$ cat config.mk
export PLATFORM = sky130hd
export DESIGN_NAME = pkd_top
export DESIGN_NICKNAME = d
export VERILOG_FILES = /design/src/rtl/pkd_pkg.sv /design/src/rtl/pkd_ctrl.sv /design/src/rtl/pkd_datapath.sv /design/src/rtl/pkd_top.sv
export SDC_FILE = /design/constraint.sdc
export NUM_CORES = 1
export LEC_CHECK = 0
export ABC_AREA = 1
export BUFFER_PORTS_ARGS = -buffer_cell sky130_fd_sc_hd__clkbuf_2
export CAP_MARGIN = 15
export CORE_MARGIN = 2
export CORE_UTILIZATION = 30
export DETAILED_ROUTE_END_ITERATION = 8
export GPL_ROUTABILITY_DRIVEN = 0
export MAX_ROUTING_LAYER = met4
export PLACE_DENSITY = 0.57
export SLEW_MARGIN = 10
export SYNTH_ARGS = -nofsm -noshare
export SYNTH_HDL_FRONTEND = slang
export SYNTH_SLANG_ARGS = --single-unit
$ cat constraint.sdc
create_clock -name clk -period 16.49 [get_ports clk]
set_input_delay 2.4735 -clock clk [delete_from_list [all_inputs] [get_ports clk]]
set_output_delay 2.4735 -clock clk [all_outputs]
set_load 0.01 [all_outputs]
$ cat src/rtl/pkd_pkg.sv
package pkd_pkg;

  // Strobes from the control path to the datapath
  typedef struct packed {
    logic clearAcc;   // detection idle: drop the partial block
    logic endBlock;   // this cycle is the last one of the block
  } pkdStrobes_t;

endpackage

$ cat src/rtl/pkd_ctrl.sv
module pkd_ctrl
  import pkd_pkg::*;
#(
  parameter int LEN_W = 17
) (
  input  logic             clk,
  input  logic             rst,
  input  logic             enable,
  input  logic [LEN_W-1:0] blockLen,
  output pkdStrobes_t      strb
);

  logic [LEN_W-1:0] blockPos;
  logic [LEN_W-1:0] lastPos;
  logic             atLast;

  // A length of zero behaves as a one-cycle block
  assign lastPos = (blockLen == '0) ? '0 : blockLen - LEN_W'(1);
  assign atLast  = (blockPos >= lastPos);

  assign strb.clearAcc = ~enable;
  assign strb.endBlock = enable & atLast;

  always_ff @(posedge clk) begin
    if (rst || !enable || atLast) begin
      blockPos <= '0;
    end else begin
      blockPos <= blockPos + LEN_W'(1);
    end
  end

  // the position never runs past the last cycle while the length is steady
  a_r3_pos_bound: assert property (@(posedge clk) disable iff (rst)
    (enable && $past(enable) && $stable(blockLen)) |-> (blockPos <= lastPos));

  // the position rests at zero while detection is idle
  a_r8_idle_pos: assert property (@(posedge clk) disable iff (rst)
    $past(!enable) |-> (blockPos == '0));

endmodule

$ cat src/rtl/pkd_datapath.sv
module pkd_datapath
  import pkd_pkg::*;
#(
  parameter int LANES    = 8,
  parameter int SAMPLE_W = 14,
  parameter int PEAK_W   = 9
) (
  input  logic                      clk,
  input  logic                      rst,
  input  pkdStrobes_t               strb,
  input  logic                      twoBitMode,
  input  logic [PEAK_W-1:0]         thrHiSet,
  input  logic [PEAK_W-1:0]         thrHiClr,
  input  logic [PEAK_W-1:0]         thrLoSet,
  input  logic [PEAK_W-1:0]         thrLoClr,
  input  logic [LANES*SAMPLE_W-1:0] samples,
  output logic                      resultStrobe,
  output logic [1:0]                resultBits,
  output logic [PEAK_W-1:0]         blockPeak
);

  localparam int FULL_SCALE = 1 << (PEAK_W - 1);

  logic [PEAK_W-1:0] laneMag [LANES];
  logic [PEAK_W-1:0] cycleMax;
  logic [PEAK_W-1:0] peakAcc;
  logic [PEAK_W-1:0] peakNow;
  logic              hiInd;
  logic              loInd;
  logic              hiNext;
  logic              loNext;

  // Per-lane magnitude, truncated to the top bits of the sample width
  for (genvar g = 0; g < LANES; g++) begin : g_lane
    logic [SAMPLE_W-1:0] raw;
    logic [SAMPLE_W-1:0] mag;
    assign raw = samples[g*SAMPLE_W +: SAMPLE_W];
    assign mag = raw[SAMPLE_W-1] ? (~raw + SAMPLE_W'(1)) : raw;
    assign laneMag[g] = mag[SAMPLE_W-1 -: PEAK_W];
  end

  always_comb begin
    cycleMax = '0;
    for (int i = 0; i < LANES; i++) begin
      if (laneMag[i] > cycleMax) cycleMax = laneMag[i];
    end
  end

  assign peakNow = (cycleMax > peakAcc) ? cycleMax : peakAcc;

  // Hysteresis update from the finished block's peak
  always_comb begin
    hiNext = hiInd;
    if (peakNow > thrHiSet)      hiNext = 1'b1;
    else if (peakNow < thrHiClr) hiNext = 1'b0;
    loNext = loInd;
    if (peakNow < thrLoSet)      loNext = 1'b1;
    else if (peakNow > thrLoClr) loNext = 1'b0;
  end

  always_ff @(posedge clk) begin
    if (rst) begin
      peakAcc      <= '0;
      hiInd        <= 1'b0;
      loInd        <= 1'b0;
      resultStrobe <= 1'b0;
      resultBits   <= 2'b00;
      blockPeak    <= '0;
    end else begin
      resultStrobe <= strb.endBlock;
      if (strb.clearAcc || strb.endBlock) peakAcc <= '0;
      else                                peakAcc <= peakNow;
      if (strb.endBlock) begin
        hiInd      <= hiNext;
        loInd      <= loNext;
        blockPeak  <= peakNow;
        resultBits <= twoBitMode ? {hiNext, loNext} : {1'b0, hiNext};
      end
    end
  end

  // a reported peak never exceeds full scale
  a_r2_peak_range: assert property (@(posedge clk) disable iff (rst)
    resultStrobe |-> (blockPeak <= PEAK_W'(FULL_SCALE)));

  // the high indicator only rises on a peak above the set level
  a_r5_high_rise: assert property (@(posedge clk) disable iff (rst)
    $rose(hiInd) |-> (blockPeak > $past(thrHiSet)));

  // the low indicator only rises on a peak below the set level
  a_r6_low_rise: assert property (@(posedge clk) disable iff (rst)
    $rose(loInd) |-> (blockPeak < $past(thrLoSet)));

  // results move only together with a strobe
  a_r7_hold_between: assert property (@(posedge clk) disable iff (rst)
    !resultStrobe |-> ($stable(resultBits) && $stable(blockPeak)));

  // no strobe follows an idle cycle
  a_r8_no_idle_strobe: assert property (@(posedge clk) disable iff (rst)
    resultStrobe |-> $past(!strb.clearAcc));

endmodule

$ cat src/rtl/pkd_top.sv
module pkd_top
  import pkd_pkg::*;
#(
  parameter int LANES    = 8,
  parameter int SAMPLE_W = 14,
  parameter int PEAK_W   = 9,
  parameter int LEN_W    = 17
) (
  input  logic                      clk,
  input  logic                      rst,
  input  logic                      enable,
  input  logic                      twoBitMode,
  input  logic [LEN_W-1:0]          blockLen,
  input  logic [PEAK_W-1:0]         thrHiSet,
  input  logic [PEAK_W-1:0]         thrHiClr,
  input  logic [PEAK_W-1:0]         thrLoSet,
  input  logic [PEAK_W-1:0]         thrLoClr,
  input  logic [LANES*SAMPLE_W-1:0] samples,
  output logic                      resultStrobe,
  output logic [1:0]                resultBits,
  output logic [PEAK_W-1:0]         blockPeak
);

  pkdStrobes_t strb;

  pkd_ctrl #(
    .LEN_W (LEN_W)
  ) u_ctrl (
    .clk      (clk),
    .rst      (rst),
    .enable   (enable),
    .blockLen (blockLen),
    .strb     (strb)
  );

  pkd_datapath #(
    .LANES    (LANES),
    .SAMPLE_W (SAMPLE_W),
    .PEAK_W   (PEAK_W)
  ) u_datapath (
    .clk          (clk),
    .rst          (rst),
    .strb         (strb),
    .twoBitMode   (twoBitMode),
    .thrHiSet     (thrHiSet),
    .thrHiClr     (thrHiClr),
    .thrLoSet     (thrLoSet),
    .thrLoClr     (thrLoClr),
    .samples      (samples),
    .resultStrobe (resultStrobe),
    .resultBits   (resultBits),
    .blockPeak    (blockPeak)
  );

endmodule

==> results of run 1 <==
## layout make-up
| cell class | count | area, sq um | area share, % |
|---|---|---|---|
| Tap cell | 330 | 413 | 4.36 |
| Inverter | 198 | 746 | 7.88 |
| Timing Repair Buffer | 208 | 1110 | 11.7 |
| Clock buffer | 6 | 129 | 1.36 |
| Multi-Input combinational cell | 964 | 6230 | 65.8 |
| Clock inverter | 2 | 35.0 | 0.370 |
| Sequential cell | 40 | 801 | 8.46 |
## repair_timing
item / in CTS / in global routing
setup buffers: 0 / 23
gates resized for setup: 0 / 45
endpoints found under the hold margin: 0 / 0
setup endpoints to repair: 0 / 20
## worst min-delay path by stage
stage	from	to	slack, ns	cells past startpoint
after floorplan	u_ctrl.blockPos[0]	u_ctrl.blockPos[0]	0.43	1
after global placement	u_ctrl.blockPos[0]	u_ctrl.blockPos[0]	0.45	1
after detailed placement	u_ctrl.blockPos[0]	u_ctrl.blockPos[0]	0.45	1
after CTS	u_ctrl.blockPos[0]	u_ctrl.blockPos[0]	0.47	1
after global routing	u_datapath.resultBits[1]	u_datapath.resultBits[1]	0.48	2
final	u_datapath.resultBits[1]	u_datapath.resultBits[1]	0.47	2
## registers in the layout, summed over array words and instances, names as in the netlist
name,cells
u_ctrl.blockPos,17
u_datapath.loInd,1
u_datapath.resultStrobe,1
u_datapath.hiInd,1
u_datapath.resultBits,2
u_datapath.peakAcc,9
u_datapath.blockPeak,9
## cells by family (layout without fill, tap and decap cells)
| kind of cell | Yosys count | after routing | synth area share [%] |
|---|---|---|---|
| buffers and inverters | 213 | 414 | 10.8 |
| flip-flops | 40 | 40 | 10.4 |
| adder cells (fa/ha/maj) | 125 | 125 | 20.4 |
| AND/OR/NAND/NOR | 607 | 610 | 37.3 |
| XOR/XNOR | 76 | 76 | 8.78 |
| AO/OA/AOI/OAI | 153 | 153 | 12.3 |
## through the flow
stage	TNS (ns)	instances	hold slack [ns]	util (%)
finish	0	1748	0.465	37.7
global route	-0.0737	1748	0.481	37.7
CTS	0	1722	0.468	36.2
detailed placement	-0.627	1714	0.454	35.6
global placement	0	1714	0.452	35.6
floorplan	0	1214	0.430	-
## critical path, delay by kind of cell
kind / cells / cell delay, ns
buffers and inverters: 14 / 1.28
and+or+nand+nor: 61 / 6.09
adders and majority gates: 9 / 2.52
AOI/OAI and AO/OA: 23 / 3.07
## per-layer routing
layer | track usage (%) | wire (um) | part of all wire (%) | up-vias
li1 | - | - | - | 4380
met4 | 2.19 | 259 | 1.2 | 0
met2 | 27.6 | 10000 | 48 | 147
met5 | - | 0 | 0 | -
met3 | 0.682 | 649 | 3.1 | 16
met1 | 20.2 | 9990 | 48 | 3515
## synthesized netlist by cell type, types with 9 or more instances
cell type and count:
a21oi_1 60, and2_1 9, dfxtp_1 40, ha_1 125, inv_1 183, inv_2 13, nand2_1 286, nand2_2 17
nand3_1 60, nand3_2 20, nand4_1 19, nor2_1 104, nor3_1 30, nor4_1 11, o21ai_0 28, o21ai_1 11
o21ai_2 15, or2_2 18, xnor2_1 20, xor2_1 55
## layout by cell type (no fill, tap or decap), types with 5 or more instances in the layout
master,Yosys,final
nand3_2,20,21
a211oi_1,7,7
nor3_1,30,27
nand2_2,17,20
xor2_1,55,54
a21oi_1,60,60
nor3_2,3,6
nand2_1,286,279
inv_2,13,17
clkbuf_16,0,5
nand2_4,2,5
o211ai_1,5,5
o21ai_1,11,14
nand3b_1,5,5
nor2_2,7,8
dfxtp_1,40,40
nand3_1,60,57
o21ai_2,15,15
xnor2_1,20,20
clkbuf_2,0,180
buf_4,1,28
nor4_1,11,11
and2_1,9,9
nor2_1,104,102
or2_2,18,18
inv_1,183,178
ha_1,125,125
nand4_1,19,19
o21ai_0,28,24
==> impl_metrics.yaml, run 1 <==
floorplanning:
  die-area_sq_um: 26900
  ios: 181
  start_util_pct: 30.5
  die_w_um: 164
  core_area_sq_um: 25100
  rows: 58
  die_y_um: 164
logic_synthesis:
  postSynthCellCount: 1214
  synth_edf_count: 0
  yosys-top-cells-area: "ha_1 (20%), nand2_1 (14%), dfxtp_1 (10%)"
  yosysWarnings: 0
  synth.cell_area_sq_um: 7670
  synthDistinctLibCells: 57
  ys.flop_type: "dfxtp_1"
  synth_top_area_share_pct: 20.4
  ys_ff_latch: 40
  synthArstFlopShare_pct: 0
  yosysTopAreaCell: "ha_1"
  ys_seq_area_share_pct: 10.4
  syn_avg_cell_area_sq_um: 6.32
  syn_nets: 1508
placement:
  hpwl_mm: 18.2
  place_ws_ns: -0.217
  portBuffers: 180
  detailed_place.area_sq_um: 8940
critical_path:
  crit_type: "in2reg"
  rrSetupSlack_ns: 12.90
  cp-start-kind: "primary input"
  required_ns: 16.65
  critPathMaxStageDelay_ns: 0.32
  crit_top_cell: "nand2_1"
  ff2ff_path_depth: 28
  reg2reg_from: "u_datapath.peakAcc[1]"
  arrival_ns: 15.51
  endpoint: "u_datapath.resultBits[1]"
  critical_path.slowest_cell: "ha_1"
  startpoint: "samples[17]"
  crit_fanout: 8
  crit_path_end_kind: "flop"
  r2r_end: "u_datapath.resultBits[1]"
global_route:
  grt_antenna_before_repair: 0
  grt_overflow: 0
  grt_max_degree: 27
  grt_pass1_wl_mm: 34.0
  grt_pass1_vias: 7502
  grt_util_all_layers_pct: 15.6
clock_tree:
  cts_buffers: 5
  cts_tree: "done"
  clkSinkCount: 40
  root_buffer: "clkbuf_16"
  clk_path_buf_depth: 2
  clkTransAtPathRegs_ns: 0.05
  cts_hold_buffers: 0
  clk_latency_ns: 0.28
  h-tree-depth: 2
timing:
  worstMarginPinSlew_ns: 1.02
  finalHoldViolCount: 0
  setup_ws_ns: 1.14
  max_slew_margin_pct: 31.5
  finClkSkew_ns: 0.00672
  fin_crit_ns: 15.35
  min_period_over_period_pct: 93.1
  finalSetupViolCount: 0
  slew_viol_final: 0
  timing.fmax_mhz: 65.2
route:
  routedWlPerCell_um: 12.0
  vias: 8058
  antenna_left: 0
  drt_wl_total_mm: 20.9
  post_drt_via_cell_ratio: 4.61
  drt_iter0_drc: 334
  drt_first_pass_iters: 5
  drcViolationCount: 0
status:
  status: "finished, final reports clean"
worst_hold_path:
  hp-class: "reg2reg"
finish:
  antennaDiodeCount: 0
  fin_area_sq_um: 9470
  drive_gt1_share_pct: 24.6
  n_fill_cell: 2746
  area_delta_synth_final_pct: 23.5
  finalNetCount: 1711
job:
  maxCapViolations: 0
Power of run 1 is not shown: default switching activity piles up to over one toggle a cycle in this logic, so the estimate is an artifact.
==> run 2, diff against run 1 <==
--- a/config.mk
+++ b/config.mk
@@ -8,7 +8,7 @@
 export ABC_AREA = 1
 export BUFFER_PORTS_ARGS = -buffer_cell sky130_fd_sc_hd__clkbuf_2
 export CAP_MARGIN = 15
-export CORE_MARGIN = 2
+export CORE_MARGIN = 4
 export CORE_UTILIZATION = 30
 export DETAILED_ROUTE_END_ITERATION = 8
 export GPL_ROUTABILITY_DRIVEN = 0
==> impl_metrics.yaml, run 2 (synthesized netlist as in run 1, its figures left out) <==
timing:
  min_period_over_period_pct: 93.9
  finalHoldViolCount: 0
  finClkSkew_ns: 0.00353
  worstMarginPinSlew_ns: 1.03
  fin_crit_ns: 15.48
  slew_viol_final: 0
  finalSetupViolCount: 0
  timing.fmax_mhz: 64.6
  max_slew_margin_pct: 31.1
clock_tree:
  clkSinkCount: 40
  root_buffer: "clkbuf_16"
  clkTransAtPathRegs_ns: 0.06
  cts_tree: "done"
  h-tree-depth: 2
  clk_latency_ns: 0.28
  cts_buffers: 5
  clk_path_buf_depth: 2
global_route:
  grt_pass1_wl_mm: 33.7
  grt_overflow: 0
  grt_max_degree: 27
  grt_pass1_vias: 7550
  grt_antenna_before_repair: 0
  grt_util_all_layers_pct: 14.3
route:
  vias: 8162
  post_drt_via_cell_ratio: 4.67
  drt_iter0_drc: 261
  routedWlPerCell_um: 12.1
  drt_wl_total_mm: 21.1
  drt_first_pass_iters: 5
  drcViolationCount: 0
  antenna_left: 0
critical_path:
  cp.depth: 106
  crit_type: "in2reg"
  critPathMaxStageDelay_ns: 0.33
  ff2ff_path_depth: 26
  crit_fanout: 15
  crit_path_end_kind: "flop"
  cp-start-kind: "primary input"
  path_delay_family: "simple AND/OR/NAND/NOR gates"
  crit_top_cell: "nand2_1"
  arrival_ns: 15.65
  rrSetupSlack_ns: 12.84
  required_ns: 16.66
  critical_path.slowest_cell: "or2_2"
  critPathBufInv: 17
worst_hold_path:
  hp-class: "reg2reg"
  holdPathStages: 1
floorplanning:
  die_y_um: 168
  die-area_sq_um: 28200
  core_area_sq_um: 25200
  rows: 58
  start_util_pct: 30.5
  die_w_um: 168
  ios: 181
finish:
  layout_commonest_cell: "nand2_1"
  final_util_pct: 37.9
  area_delta_synth_final_pct: 24.4
  mostFrequentLayoutCells: "nand2_1 (279), clkbuf_2 (180), inv_1 (173), ha_1 (124), nor2_1 (103)"
  drive_gt1_share_pct: 25.4
  n_fill_cell: 2712
  instances_no_fill: 1749
  largest_reg_flops: 17
  antennaDiodeCount: 0
  largest-register: "u_ctrl.blockPos"
  finalNetCount: 1712
  largestRegisters: "u_ctrl.blockPos (17), u_datapath.blockPeak (9), u_datapath.peakAcc (9)"
placement:
  hpwl_mm: 18.2
  portBuffers: 180
  dp_cells: 1713
status:
  status: "finished, final reports clean"
job:
  maxCapViolations: 0
run 2: worst register-to-register path, cell delays in order (launching register included):
cell and delay, ns:
dfxtp_1 0.37, inv_1 0.06, ha_1 0.29, nand2_1 0.08, nor2_1 0.04, a211oi_1 0.15, o21ai_0 0.12, nand3_1 0.08
a21oi_1 0.06, nor2_1 0.13, inv_1 0.08, nand2_2 0.11, clkinvlp_4 0.20, buf_4 0.20, buf_4 0.13, o21ai_4 0.16
inv_2 0.10, buf_4 0.14, ha_1 0.28, nand4_1 0.13, o221a_2 0.27, nand2_1 0.08, nand3_1 0.07, nand2_1 0.06
inv_1 0.05, nand2_1 0.06, a21oi_1 0.05
run 2: per-stage QoR:
| step | setup WS, ns | hold slack, ns | cell area (sq um) | TNS (ns) |
|---|---|---|---|---|
| final | 1.01 | 0.467 | 9540 | 0 |
| after global routing | -0.173 | 0.511 | 9540 | -0.535 |
| after CTS | 0.137 | 0.472 | 9120 | 0 |
| after detailed placement | -0.302 | 0.458 | 8930 | -1.02 |
| after global placement | 0.0537 | 0.455 | 8930 | 0 |
| after floorplan | 1.40 | 0.430 | 7670 | 0 |
run 2: area by class of cell:
type	instances	area, sq um	area share (%)
Clock buffer	7	153	1.60
Clock inverter	1	30.0	0.315
Inverter	198	751	7.87
Multi-Input combinational cell	964	6260	65.6
Sequential cell	40	801	8.40
Tap cell	330	413	4.33
Timing Repair Buffer	209	1130	11.9
run 2: routing by layer:
metal,up-vias,global-route usage (%),wire [um]
li1,4386,-,-
met1,3622,18.3,9970
met2,134,25.1,10200
met3,20,0.892,622
met4,0,2.33,268
met5,-,-,0
run 2: path summary, 6_finish.rpt:
kind                              endpoint                   from
setup / recovery  u_datapath.resultBits[0]             samples[3]
hold / removal          u_ctrl.blockPos[0]     u_ctrl.blockPos[0]
setup reg to reg  u_datapath.resultBits[0]  u_datapath.peakAcc[1]
hold reg to reg         u_ctrl.blockPos[0]     u_ctrl.blockPos[0]
run 2: timing repair:
action                     4_1_cts  5_1_grt
pin swaps                        0       17
resized for setup                2       51
gates cloned                     0        3
hold buffers                     0        0
setup endpoints to repair        3        6
buffers inserted                 0       25
Power of run 2 is left out for the same reason.
==> run 3, diff against run 2 <==
--- a/config.mk
+++ b/config.mk
@@ -10,6 +10,7 @@
 export CAP_MARGIN = 15
 export CORE_MARGIN = 4
 export CORE_UTILIZATION = 30
+export CTS_CLUSTER_DIAMETER = 30
 export DETAILED_ROUTE_END_ITERATION = 8
 export GPL_ROUTABILITY_DRIVEN = 0
 export MAX_ROUTING_LAYER = met4
==> constraint.sdc (replaced) <==
create_clock -name clk -period 18.3 [get_ports clk]
set_input_delay 2.745 -clock clk [delete_from_list [all_inputs] [get_ports clk]]
set_output_delay 2.745 -clock clk [all_outputs]
set_load 0.01 [all_outputs]
==> impl_metrics.yaml, run 3 (synthesized netlist as in run 1, its figures left out) <==
status:
  status: "finished, final reports clean"
critical_path:
  crit_fanout: 16
  cp-start-kind: "primary input"
  critPathMaxStageDelay_ns: 0.35
  crit_type: "in2reg"
  required_ns: 18.51
  crit_top_cell: "nand2_1"
  crit_path_end_kind: "flop"
  rrSetupSlack_ns: 14.51
  critical_path.slowest_cell: "or2_2"
  arrival_ns: 16.90
clock_tree:
  cts_hold_buffers: 0
  clk_latency_ns: 0.28
  h-tree-depth: 2
  cts_buffers: 5
  clkSinkCount: 40
  clk_path_buf_depth: 2
  cts_tree: "done"
  root_buffer: "clkbuf_16"
  clkTransAtPathRegs_ns: 0.06
finish:
  antennaDiodeCount: 0
  drive_gt1_share_pct: 21.7
  final_util_pct: 36.1
  fin_area_sq_um: 9100
  regArea_sq_um: 801
  largest_reg_flops: 17
  largest-register: "u_ctrl.blockPos"
  layout_commonest_cell: "nand2_1"
  finalNetCount: 1683
  area_delta_synth_final_pct: 18.7
  mostFrequentLayoutCells: "nand2_1 (283), inv_1 (182), clkbuf_2 (180), ha_1 (125), nor2_1 (104)"
  largestRegisters: "u_ctrl.blockPos (17), u_datapath.blockPeak (9), u_datapath.peakAcc (9)"
  multi_input_area_sq_um: 6050
  n_fill_cell: 2787
floorplanning:
  core_area_sq_um: 25200
  start_util_pct: 30.5
  die_y_um: 168
  ios: 181
  rows: 58
  die-area_sq_um: 28200
  die_w_um: 168
route:
  routedWlPerCell_um: 11.8
  antenna_left: 0
  drt_first_pass_iters: 5
  drcViolationCount: 0
  drt_iter0_drc: 298
  post_drt_via_cell_ratio: 4.60
  vias: 7907
  drt_wl_total_mm: 20.3
job:
  maxCapViolations: 0
timing:
  timing.fmax_mhz: 59.9
  finClkSkew_ns: 0.00424
  worstMarginPinSlew_ns: 1.01
  finalSetupViolCount: 0
  fin_crit_ns: 16.69
  finalHoldViolCount: 0
  finalSetupTns_ns: 0
  min_period_over_period_pct: 91.2
  max_slew_margin_pct: 32.2
  slew_viol_final: 0
  grt_setup_unrepaired: "false"
placement:
  hpwl_mm: 18.3
  detailed_place.area_sq_um: 8900
  portBuffers: 180
global_route:
  grt_util_all_layers_pct: 14.5
  grt_antenna_before_repair: 0
  grt_pass1_wl_mm: 34.1
  grt_max_degree: 27
  grt_pass1_vias: 7551
  grt_overflow: 0
worst_hold_path:
  hp-class: "reg2reg"
==> run 3: cell types whose count changed in the layout (fill, tap and decap cells not counted), moves of 4 or more <==
cell,change
inv_2,-8
inv_1,+9
nand2_1,+4
o21ai_0,+5
nand2_4,-4
buf_4,-25
==> run 3: critical path, delay by kind of cell <==
| family | cells | cell delay (ns) |
|---|---|---|
| simple gates | 60 | 7.01 |
| compound gates | 23 | 3.15 |
| fa+ha+maj | 9 | 2.53 |
| buf+inv | 13 | 1.46 |
==> run 3: final cells by class <==
cell class / instances / share of cell area [%]
multi-input cells: 961 / 66.5
repair buffers: 183 / 10.1
well taps: 330 / 4.54
inverters: 198 / 8.21
flip-flops and latches: 40 / 8.80
clock inverters: 2 / 0.385
clock buffers: 6 / 1.42
==> run 3: routing by layer <==
metal	share of wire, %	global-route usage (%)	up-vias
met5	0	-	-
met4	0.68	1.59	0
met3	3.2	0.775	11
met2	49	25.7	133
met1	47	18.8	3433
li1	-	-	4330
==> run 3: final timing paths <==
path,endpoint,from,cells after the start
max,u_datapath.resultBits[0],samples[17],105
min,u_ctrl.blockPos[0],u_ctrl.blockPos[0],1
max reg2reg,u_datapath.resultBits[0],u_datapath.peakAcc[2],29
min reg2reg,u_ctrl.blockPos[0],u_ctrl.blockPos[0],1
==> run 3: through the flow <==
step	hold slack, ns	cells	worst slack (ns)
floorplan	0.430	1214	2.94
global placement	0.452	1709	0.946
detailed placement	0.457	1709	0.653
CTS	0.471	1717	0.895
global route	0.487	1720	0.00337
finish	0.465	1720	1.61
==> run 3: what timing repair did <==
action,4_1_cts,5_1_grt
endpoints found under the hold margin,0,0
setup buffers,0,3
setup endpoints to repair,0,4
resized for setup,0,5
Power of run 3 is left out for the same reason.
